$ cat src/rtl/wdt_pkg.sv
package wdt_pkg;

    localparam int CTRL_W = 8;
    localparam int CODE_W = 3;
    localparam logic [CTRL_W-1:0] CTRL_RST = 8'h07;

    typedef enum logic [1:0] {
        ST_OFF   = 2'd0,
        ST_RUN   = 2'd1,
        ST_HOLD  = 2'd2,
        ST_SLEEP = 2'd3
    } wdt_state_e;

endpackage

$ cat src/rtl/wdt_prediv.sv
module wdt_prediv #(
    parameter int PRE_LOG2 = 10
) (
    input  logic clk,
    input  logic rst_n,
    input  logic sub_tick,
    input  logic long_sel,
    output logic pre_tick
);
    logic [PRE_LOG2:0] pc_q;
    logic              at_last;

    assign at_last  = long_sel ? (&pc_q) : (&pc_q[PRE_LOG2-1:0]);
    assign pre_tick = sub_tick & at_last;

    always_ff @(posedge clk or negedge rst_n) begin
        if (!rst_n) begin
            pc_q <= '0;
        end else if (sub_tick) begin
            pc_q <= at_last ? '0 : pc_q + 1'b1;
        end
    end

    // short mode never reaches the upper half of the counter
    assert_short_range_R5: assert property (@(posedge clk) disable iff (!rst_n)
        !long_sel |-> !pc_q[PRE_LOG2]);

    // pre-divider only moves on raw ticks
    assert_idle_stable_R5: assert property (@(posedge clk) disable iff (!rst_n)
        !sub_tick |=> $stable(pc_q));
endmodule

$ cat src/rtl/wdt_ctrl_reg.sv
module wdt_ctrl_reg import wdt_pkg::*; (
    input  logic              clk,
    input  logic              rst_n,
    input  logic              we,
    input  logic [CTRL_W-1:0] wdata,
    output logic [CTRL_W-1:0] q
);
    always_ff @(posedge clk or negedge rst_n) begin
        if (!rst_n) begin
            q <= CTRL_RST;
        end else if (we) begin
            q <= wdata;
        end
    end

    assert_write_readback_R4: assert property (@(posedge clk) disable iff (!rst_n)
        we |=> q == $past(wdata));

    assert_no_write_hold_R4: assert property (@(posedge clk) disable iff (!rst_n)
        !we |=> $stable(q));
endmodule

$ cat src/rtl/wdt_engine.sv
module wdt_engine import wdt_pkg::*; #(
    parameter int BASE_LOG2 = 8
) (
    input  logic              clk,
    input  logic              rst_n,
    input  logic              cfg_off,
    input  logic              cfg_src_sub,
    input  logic              halt,
    input  logic              pre_tick,
    input  logic              instr_tick,
    input  logic              wd_clear,
    input  logic              to_clear,
    input  logic [CODE_W-1:0] code,
    output logic              rst_req,
    output logic              wake_pulse,
    output logic              to_flag
);
    localparam int CODE_MAX = (1 << CODE_W) - 1;
    localparam int CNT_W    = BASE_LOG2 + CODE_MAX;

    wdt_state_e       st_q, st_d;
    logic [CNT_W-1:0] cnt_q;
    logic [CNT_W-1:0] span_mask;
    logic             sel_tick, clr_eff, count_en, ovf;

    // mode machine: next state
    always_comb begin
        st_d = st_q;
        unique case (st_q)
            ST_RUN: begin
                if (cfg_off)   st_d = ST_OFF;
                else if (halt) st_d = cfg_src_sub ? ST_SLEEP : ST_HOLD;
            end
            ST_HOLD, ST_SLEEP: begin
                if (cfg_off)    st_d = ST_OFF;
                else if (!halt) st_d = ST_RUN;
            end
            ST_OFF: st_d = ST_OFF;
        endcase
    end

    always_ff @(posedge clk or negedge rst_n) begin
        if (!rst_n) st_q <= ST_RUN;
        else        st_q <= st_d;
    end

    // bits of the count that span the current period
    always_comb begin
        for (int i = 0; i < CNT_W; i++) begin
            span_mask[i] = (i < BASE_LOG2 + int'(code));
        end
    end

    assign sel_tick = cfg_src_sub ? pre_tick : instr_tick;
    assign clr_eff  = wd_clear && (st_q != ST_OFF);
    assign count_en = sel_tick && !clr_eff && ((st_q == ST_RUN) || (st_q == ST_SLEEP));
    assign ovf      = count_en && (&(cnt_q | ~span_mask));

    // outputs and count
    always_ff @(posedge clk or negedge rst_n) begin
        if (!rst_n) begin
            cnt_q      <= '0;
            rst_req    <= 1'b0;
            wake_pulse <= 1'b0;
            to_flag    <= 1'b0;
        end else begin
            rst_req    <= ovf && (st_q == ST_RUN);
            wake_pulse <= ovf && (st_q == ST_SLEEP);
            if (clr_eff || ovf) cnt_q <= '0;
            else if (count_en)  cnt_q <= cnt_q + 1'b1;
            if (ovf)            to_flag <= 1'b1;
            else if (to_clear)  to_flag <= 1'b0;
        end
    end

    assert_single_pulse_R2: assert property (@(posedge clk) disable iff (!rst_n)
        rst_req |=> !rst_req);

    assert_freeze_in_hold_R6: assert property (@(posedge clk) disable iff (!rst_n)
        (st_q == ST_HOLD && !wd_clear) |=> $stable(cnt_q));

    assert_wake_from_sleep_R7: assert property (@(posedge clk) disable iff (!rst_n)
        wake_pulse |-> ($past(st_q) == ST_SLEEP));

    assert_req_wake_excl_R7: assert property (@(posedge clk) disable iff (!rst_n)
        !(rst_req && wake_pulse));

    assert_flag_with_event_R9: assert property (@(posedge clk) disable iff (!rst_n)
        (rst_req || wake_pulse) |-> to_flag);

    assert_flag_sticky_R9: assert property (@(posedge clk) disable iff (!rst_n)
        (to_flag && !to_clear) |=> to_flag);

    assert_off_quiet_R10: assert property (@(posedge clk) disable iff (!rst_n)
        (st_q == ST_OFF) |=> (!rst_req && !wake_pulse));
endmodule

$ cat src/rtl/wdt_prescaled.sv
module wdt_prescaled import wdt_pkg::*; #(
    parameter int BASE_LOG2 = 8,
    parameter int PRE_LOG2  = 10
) (
    input  logic              clk,
    input  logic              rst_n,
    input  logic              cfg_src_sub,
    input  logic              cfg_sub_long,
    input  logic              cfg_off,
    input  logic              sub_tick,
    input  logic              instr_tick,
    input  logic              halt,
    input  logic              wd_clear,
    input  logic              to_clear,
    input  logic              reg_we,
    input  logic [CTRL_W-1:0] reg_wdata,
    output logic [CTRL_W-1:0] reg_rdata,
    output logic              rst_req,
    output logic              wake_pulse,
    output logic              to_flag
);
    logic              pre_tick;
    logic [CTRL_W-1:0] ctrl_q;

    wdt_prediv #(.PRE_LOG2(PRE_LOG2)) prediv_i (
        .clk      (clk),
        .rst_n    (rst_n),
        .sub_tick (sub_tick),
        .long_sel (cfg_sub_long),
        .pre_tick (pre_tick)
    );

    wdt_ctrl_reg ctrl_i (
        .clk   (clk),
        .rst_n (rst_n),
        .we    (reg_we),
        .wdata (reg_wdata),
        .q     (ctrl_q)
    );

    wdt_engine #(.BASE_LOG2(BASE_LOG2)) engine_i (
        .clk         (clk),
        .rst_n       (rst_n),
        .cfg_off     (cfg_off),
        .cfg_src_sub (cfg_src_sub),
        .halt        (halt),
        .pre_tick    (pre_tick),
        .instr_tick  (instr_tick),
        .wd_clear    (wd_clear),
        .to_clear    (to_clear),
        .code        (ctrl_q[CODE_W-1:0]),
        .rst_req     (rst_req),
        .wake_pulse  (wake_pulse),
        .to_flag     (to_flag)
    );

    assign reg_rdata = ctrl_q;
endmodule

$ cat config.mk
export PLATFORM = sky130hd
export DESIGN_NAME = wdt_prescaled
export DESIGN_NICKNAME = d
export VERILOG_FILES = /design/src/rtl/wdt_pkg.sv /design/src/rtl/wdt_prediv.sv /design/src/rtl/wdt_ctrl_reg.sv /design/src/rtl/wdt_engine.sv /design/src/rtl/wdt_prescaled.sv
export SDC_FILE = /design/constraint.sdc
export NUM_CORES = 1
export LEC_CHECK = 0
export ABC_AREA = 0
export BUFFER_PORTS_ARGS = -buffer_cell sky130_fd_sc_hd__buf_2
export CAP_MARGIN = 20
export CORE_ASPECT_RATIO = 1.5
export CORE_MARGIN = 10
export CORE_UTILIZATION = 55
export DETAILED_ROUTE_END_ITERATION = 6
export PLACE_DENSITY = 0.78
export SETUP_SLACK_MARGIN = 0.2
export SLEW_MARGIN = 20
export SYNTH_ARGS = -nofsm -noshare
export SYNTH_HDL_FRONTEND = slang
export SYNTH_HIERARCHICAL = 1
export SYNTH_SLANG_ARGS = --single-unit
$ cat constraint.sdc
create_clock -name clk -period 7.1 [get_ports clk]
set_input_delay 1.065 -clock clk [delete_from_list [all_inputs] [get_ports clk]]
set_output_delay 1.065 -clock clk [all_outputs]
set_load 0.02 [all_outputs]
==> impl_metrics.tcl, run 1 <==
set metrics [dict create \
    synth_enable_flop_cells 0 \
    cts_setup_buffers 0 \
    power_density_mw_per_mm2 232 \
    cts_root_buffer "clkbuf_8" \
    tightestPinTransition_ns 0.844 \
    via_per_inst 5.63 \
    rr_worst_depth 8 \
    core_mm2 0.00342 \
    ant_nets 0 \
    syn_area_mm2 0.00196 \
    rows 26 \
    status "finished, final reports clean" \
    fin_util_pct 66.1 \
    setup_ws_ns 4.18 \
    io_buffers 29 \
    clock-sinks 39 \
    startpoint_type "input port" \
    hp-class "flop to flop" \
    drive_gt1_share_pct 31.3 \
    hold_buffers 0 \
    n_antenna_cell 0 \
    ys_seq_area_share_pct 50.1 \
    cp.required_ns 7.32 \
    ys.flop_type "dfrtp_1" \
    drtPass1Iterations 4 \
    reg2reg_from "prediv_i/pc_q[0]" \
    cp.depth 8 \
    crit_slowest_cell "or4b_1" \
    endpoint_kind "flop" \
    routabilityCongestion 0.822 \
    grt_remaining_overflow 0 \
    grt_pass1_wl_mm 6.78 \
    die_w_um 68.7 \
    crit_family "simple AND/OR/NAND/NOR gates" \
    via_count 1407 \
    p_leak_nw 1.08 \
    rsz0062_at_grt "no" \
    fin_tns_setup_ns 0 \
    synth_most_common_cell "dfrtp_1" \
    grt_pass1_vias 1523 \
    crit_start "sub_tick" \
    synth_area_leaders "dfrtp_1 (45%), mux2_4 (6.9%), dfstp_2 (5.4%), xor2_1 (4.5%), nor2_1 (3.8%)" \
    crit_chain "buf_2, nand4_1, nor4_4, mux2_4, and3_1, nand4_1, or4b_1, a21oi_1" \
    yosysUniqueCellTypes 43 \
    fin_crit_ns 2.92 \
    cts-resized-gates 0 \
    die_area_mm2 0.00640 \
    ys_warn_count 6 \
    crit_type "input port to flop" \
    layout.nets 228 \
    async_flop_share_pct 100 \
    h-tree-depth 2 \
    dp_hpwl_mm 2.94 \
    grt_usage_pct 13.5 \
    fin_total_pwr_uw 523 \
    synthCells 173 \
    ys_ff_latch 39 \
    multi_input_area_um2 947 \
    die_y_um 93.1 \
    critPathMaxStageDelay_ns 0.50 \
    routedWlPerCell_um 15.7 \
    synth.net_count 194 \
    insertion_delay_ns 0.30 \
    post-synth-top-area-cell "dfrtp_1" \
    cp_num_buf_inv 1 \
    postSynthAreaPerCell_um2 11.3 \
    drt-initial-drc-count 65 \
    synthTopCellsByCount "dfrtp_1 (35), nor2_1 (20), nand2_1 (11)" \
    grt_max_degree 40 \
    maxSlewViolCount 0 \
    ir_worst_vdd_uv 183 \
    setup_viol 0 \
    path_clk_slew_ns 0.07 \
    drc 0 \
    max_slew_margin_pct 43.7 \
    netlist.area_leader.share_pct 44.7 \
    cpMostUsedCell "nand4_1" \
    fin_skew_ns 0.0102 \
    routed_wl_mm 3.92 \
    antenna_found_initial 0 \
    cts_tree "built" \
    hold_depth 2 \
    final-seq-area_um2 981 \
    fmax_mhz 342 \
    cp_data_arrival_time_ns 3.15 \
    ios 30 \
    n_fill_cell 253 \
    place_ws_ns 3.88 \
    worst-path-max-fanout 7 \
    area_growth_pct 15.3 \
    cts_max_path_buffers 2 \
    hp-start "engine_i/cnt_q[14]" \
    hold_viol 0 \
    cap_violations 0 \
    initial_core_util_pct 57.3 \
    post-route-period-util_pct 41.2 \
    numCtsBuffers 5 \
]
==> layer usage <==
layer | up-vias | wire length (um) | GRT usage [%]
met5 | - | 0 | 0
met4 | 0 | 78 | 6.44
met3 | 7 | 350 | 5.02
met2 | 45 | 1820 | 21.5
met1 | 670 | 1670 | 15.4
li1 | 685 | - | -
==> tightest hold or removal path, cell delays in order, from the launching register on <==
cell and delay, ns:
dfrtp_1 0.34, a41oi_1 0.04, nor2_1 0.07
==> worst paths after layout <==
check | endpoint | slack [ns]
setup reg to reg | engine_i/cnt_q[12] | 4.47
hold / removal | engine_i/cnt_q[14] | 0.49
setup / recovery | engine_i/cnt_q[12] | 4.18
hold reg to reg | engine_i/cnt_q[14] | 0.49
min in group asynchronous | prediv_i/pc_q[7] | 0.87
max in group asynchronous | engine_i/cnt_q[5] | 5.69
==> layout make-up <==
type	instances	share of cell area, %
clock buffer	6	3.66
clock inverter	2	1.55
inverter	4	0.665
multi-input combinational	128	41.9
sequential	39	43.4
tap	42	2.33
timing repair buffer	29	6.43
==> sequential cells by signal (all words and copies together) (netlist names) <==
signal	flops
ctrl_i/q	8
engine_i/cnt_q	15
engine_i/rst_req	1
engine_i/st_q	2
engine_i/to_flag	1
engine_i/wake_pulse	1
prediv_i/pc_q	11
==> stage by stage <==
| stage | hold slack, ns | instances | cell area [um^2] |
|---|---|---|---|
| after floorplan | 0.457 | 173 | 1960 |
| after global placement | 0.478 | 242 | 2140 |
| after detailed placement | 0.491 | 242 | 2140 |
| after CTS | 0.498 | 250 | 2260 |
| after global routing | 0.521 | 250 | 2260 |
| final | 0.493 | 250 | 2260 |
==> power breakdown <==
part | switching, mW | total [mW] | internal [mW]
combinational | 0.0340 | 0.0657 | 0.0318
sequential | 0.0252 | 0.269 | 0.243
clock | 0.0756 | 0.189 | 0.114
==> logic make-up after synthesis <==
group                    count (synthesis)  share of synthesized area (%)
AO/OA/AOI/OAI                           23                           7.35
XOR/XNOR                                15                           6.71
adder cells (fa/ha/maj)                  2                           1.28
buffers and inverters                    6                           1.53
flip-flops                              39                           50.1
multiplexers                            11                           7.92
AND/OR/NAND/NOR                         77                           25.1
==> cell usage in the layout (no fill, tap or decap), types with 2 or more instances in the layout <==
| cell type | instances |
|---|---|
| dfrtp_1 | 35 |
| buf_2 | 29 |
| nor2_1 | 20 |
| nand2_1 | 11 |
| xor2_1 | 10 |
| mux2_4 | 9 |
| a21oi_1 | 8 |
| clkbuf_8 | 6 |
| o21ai_0 | 6 |
| nand4_1 | 6 |
| nand3_1 | 5 |
| xnor2_1 | 5 |
| dfstp_2 | 4 |
| and4_1 | 4 |
| inv_1 | 4 |
| and3_1 | 4 |
| a21oi_2 | 3 |
| nand2b_1 | 3 |
| or3_1 | 3 |
| and3_2 | 2 |
| nand4_4 | 2 |
| nor2b_1 | 2 |
| nor3_1 | 2 |
| o31ai_1 | 2 |
| mux2i_1 | 2 |
| ha_1 | 2 |
No activity file was read; power rests on OpenSTA's default activity.
==> run 2: changes to the inputs <==
- CORE_UTILIZATION: 55 -> 50
- PLACE_DENSITY: 0.78 -> 0.74
- clock period: 7.1 -> 2.4 ns (I/O delays scaled with it)
==> run 2 against run 1 <==
Effect of this change:
- global-route usage is 0.90 points lower
- clock power grew to 3.4 times the previous value
- via count is 5.4% higher
- largest power group unchanged
==> impl_metrics.tcl, run 2 (synthesis gave the netlist of run 1 again) <==
set metrics [dict create \
    crit_type "flop to flop" \
    drive_gt1_share_pct 39.1 \
    top_register "engine_i/cnt_q" \
    cap_violations 0 \
    fin_util_pct 64.9 \
    drtPass1Iterations 4 \
    antenna_found_initial 0 \
    setup_viol 0 \
    hp-class "input port to async pin" \
    ant_nets 0 \
    cts_root_buffer "clkbuf_8" \
    cts_max_path_buffers 2 \
    clock-sinks 39 \
    startpoint_type "flop" \
    post-route-period-util_pct 94.3 \
    ios 30 \
    via_count 1483 \
    io_buffers 29 \
    ir_worst_vdd_uv 700 \
    rows 27 \
    maxSlewViolCount 0 \
    initial_core_util_pct 52.7 \
    die_w_um 71.1 \
    rsz0062_at_grt "yes" \
    path_clk_slew_ns 0.08 \
    grt_max_degree 40 \
    insertion_delay_ns 0.30 \
    endpoint_kind "flop" \
    die_area_mm2 0.00687 \
    cp.required_ns 2.58 \
    grt_pass1_wl_mm 7.31 \
    numCtsBuffers 5 \
    grt_usage_pct 12.6 \
    final_cell_mix "dfrtp_1 (35), buf_2 (29), nor2_1 (12), nand2_1 (11), buf_4 (11)" \
    max_slew_margin_pct 28.1 \
    hold_viol 0 \
    layout_commonest_cell "dfrtp_1" \
    grt_pass1_vias 1577 \
    routed_wl_mm 4.41 \
    h-tree-depth 2 \
    worst-path-max-fanout 5 \
    largest_register_ff_count 15 \
    multi_input_area_um2 1000 \
    die_y_um 96.6 \
    fmax_mhz 442 \
    tightestPinTransition_ns 1.07 \
    hold_buffers 0 \
    grt_remaining_overflow 0 \
    routabilityCongestion 0.762 \
    power_density_mw_per_mm2 692 \
    fin_crit_ns 2.26 \
    fin_skew_ns 0.00411 \
    status "finished, final reports clean" \
    final-seq-area_um2 981 \
    area_growth_pct 23.3 \
    hold_ws_ns 0.169 \
    drt-initial-drc-count 53 \
    via_per_inst 5.64 \
    reg.largest.list "engine_i/cnt_q: 15 flops, prediv_i/pc_q: 11 flops, ctrl_i/q: 8 flops" \
    n_antenna_cell 0 \
    fin_tns_setup_ns 0 \
    layout.nets 240 \
    cts_tree "built" \
    routedWlPerCell_um 16.8 \
    drc 0 \
    core_mm2 0.00372 \
    n_fill_cell 308 \
    p_leak_nw 1.13 \
    cp_data_arrival_time_ns 2.45 \
    dp_hpwl_mm 3.15 \
]
-- run 2: report_power, final --
group	switching (mW)	internal (mW)
combinational	0.116	0.116
sequential	0.0661	0.720
clock	0.237	0.414
total	0.419	1.25
-- run 2: worst paths after layout --
| check | from | end | slack, ns | cells past startpoint |
|---|---|---|---|---|
| worst max register to register | prediv_i/pc_q[0] | engine_i/cnt_q[5] | 0.14 | 9 |
| worst min-delay path | rst_n | ctrl_i/q[3] | 0.17 | 1 |
| min in group clk | cfg_off | engine_i/st_q[0] | 0.20 | 2 |
| worst max-delay path | prediv_i/pc_q[0] | engine_i/cnt_q[5] | 0.14 | 9 |
| max in group asynchronous | rst_n | engine_i/cnt_q[4] | 1.69 | 1 |
| worst min register to register | prediv_i/pc_q[6] | prediv_i/pc_q[6] | 0.51 | 1 |
-- run 2: stage by stage --
step	cells	setup WS, ns	power (mW)	instance area [um^2]
6_report	263	0.136	1.67	2410
5_1_grt	263	0.0651	1.74	2410
4_1_cts	256	0.209	1.67	2320
3_5_place_dp	245	0.112	1.01	2160
3_3_place_gp	245	0.202	0.989	2160
2_1_floorplan	173	0.0645	0.928	1960
-- run 2: cell type report --
type,instances,area share (%)
Multi-Input combinational cell,129,41.4
Sequential cell,39,40.6
Timing Repair Buffer,40,9.43
Clock buffer,5,2.85
Clock inverter,3,2.80
Tap cell,43,2.23
Inverter,4,0.622
-- run 2: routing by layer --
metal  GRT usage (%)  vias to the layer above  wire length, um  share of wire (%)
li1                -                      709                -                  -
met1            13.7                      729             1790                 41
met2            21.7                       37             2280                 52
met3            4.18                        8              253                5.7
met4            4.90                        0               89                2.0
met5               0                        -                0                  0
-- run 2: critical path, cell delays in order, from the launching register on --
cell,delay [ns]
dfrtp_1,0.36
ha_2,0.20
nand4_1,0.20
nor4_4,0.22
mux2_4,0.21
buf_4,0.11
nand4_4,0.08
or4b_4,0.58
nand2_8,0.14
nor2_4,0.05
-- run 2: timing repair --
item                                    4_1_cts  5_1_grt
buffers inserted                              3        6
gates resized for setup                       0       11
endpoints found under the setup margin       12       12
pin swaps                                     1        5
gates cloned                                  0        1
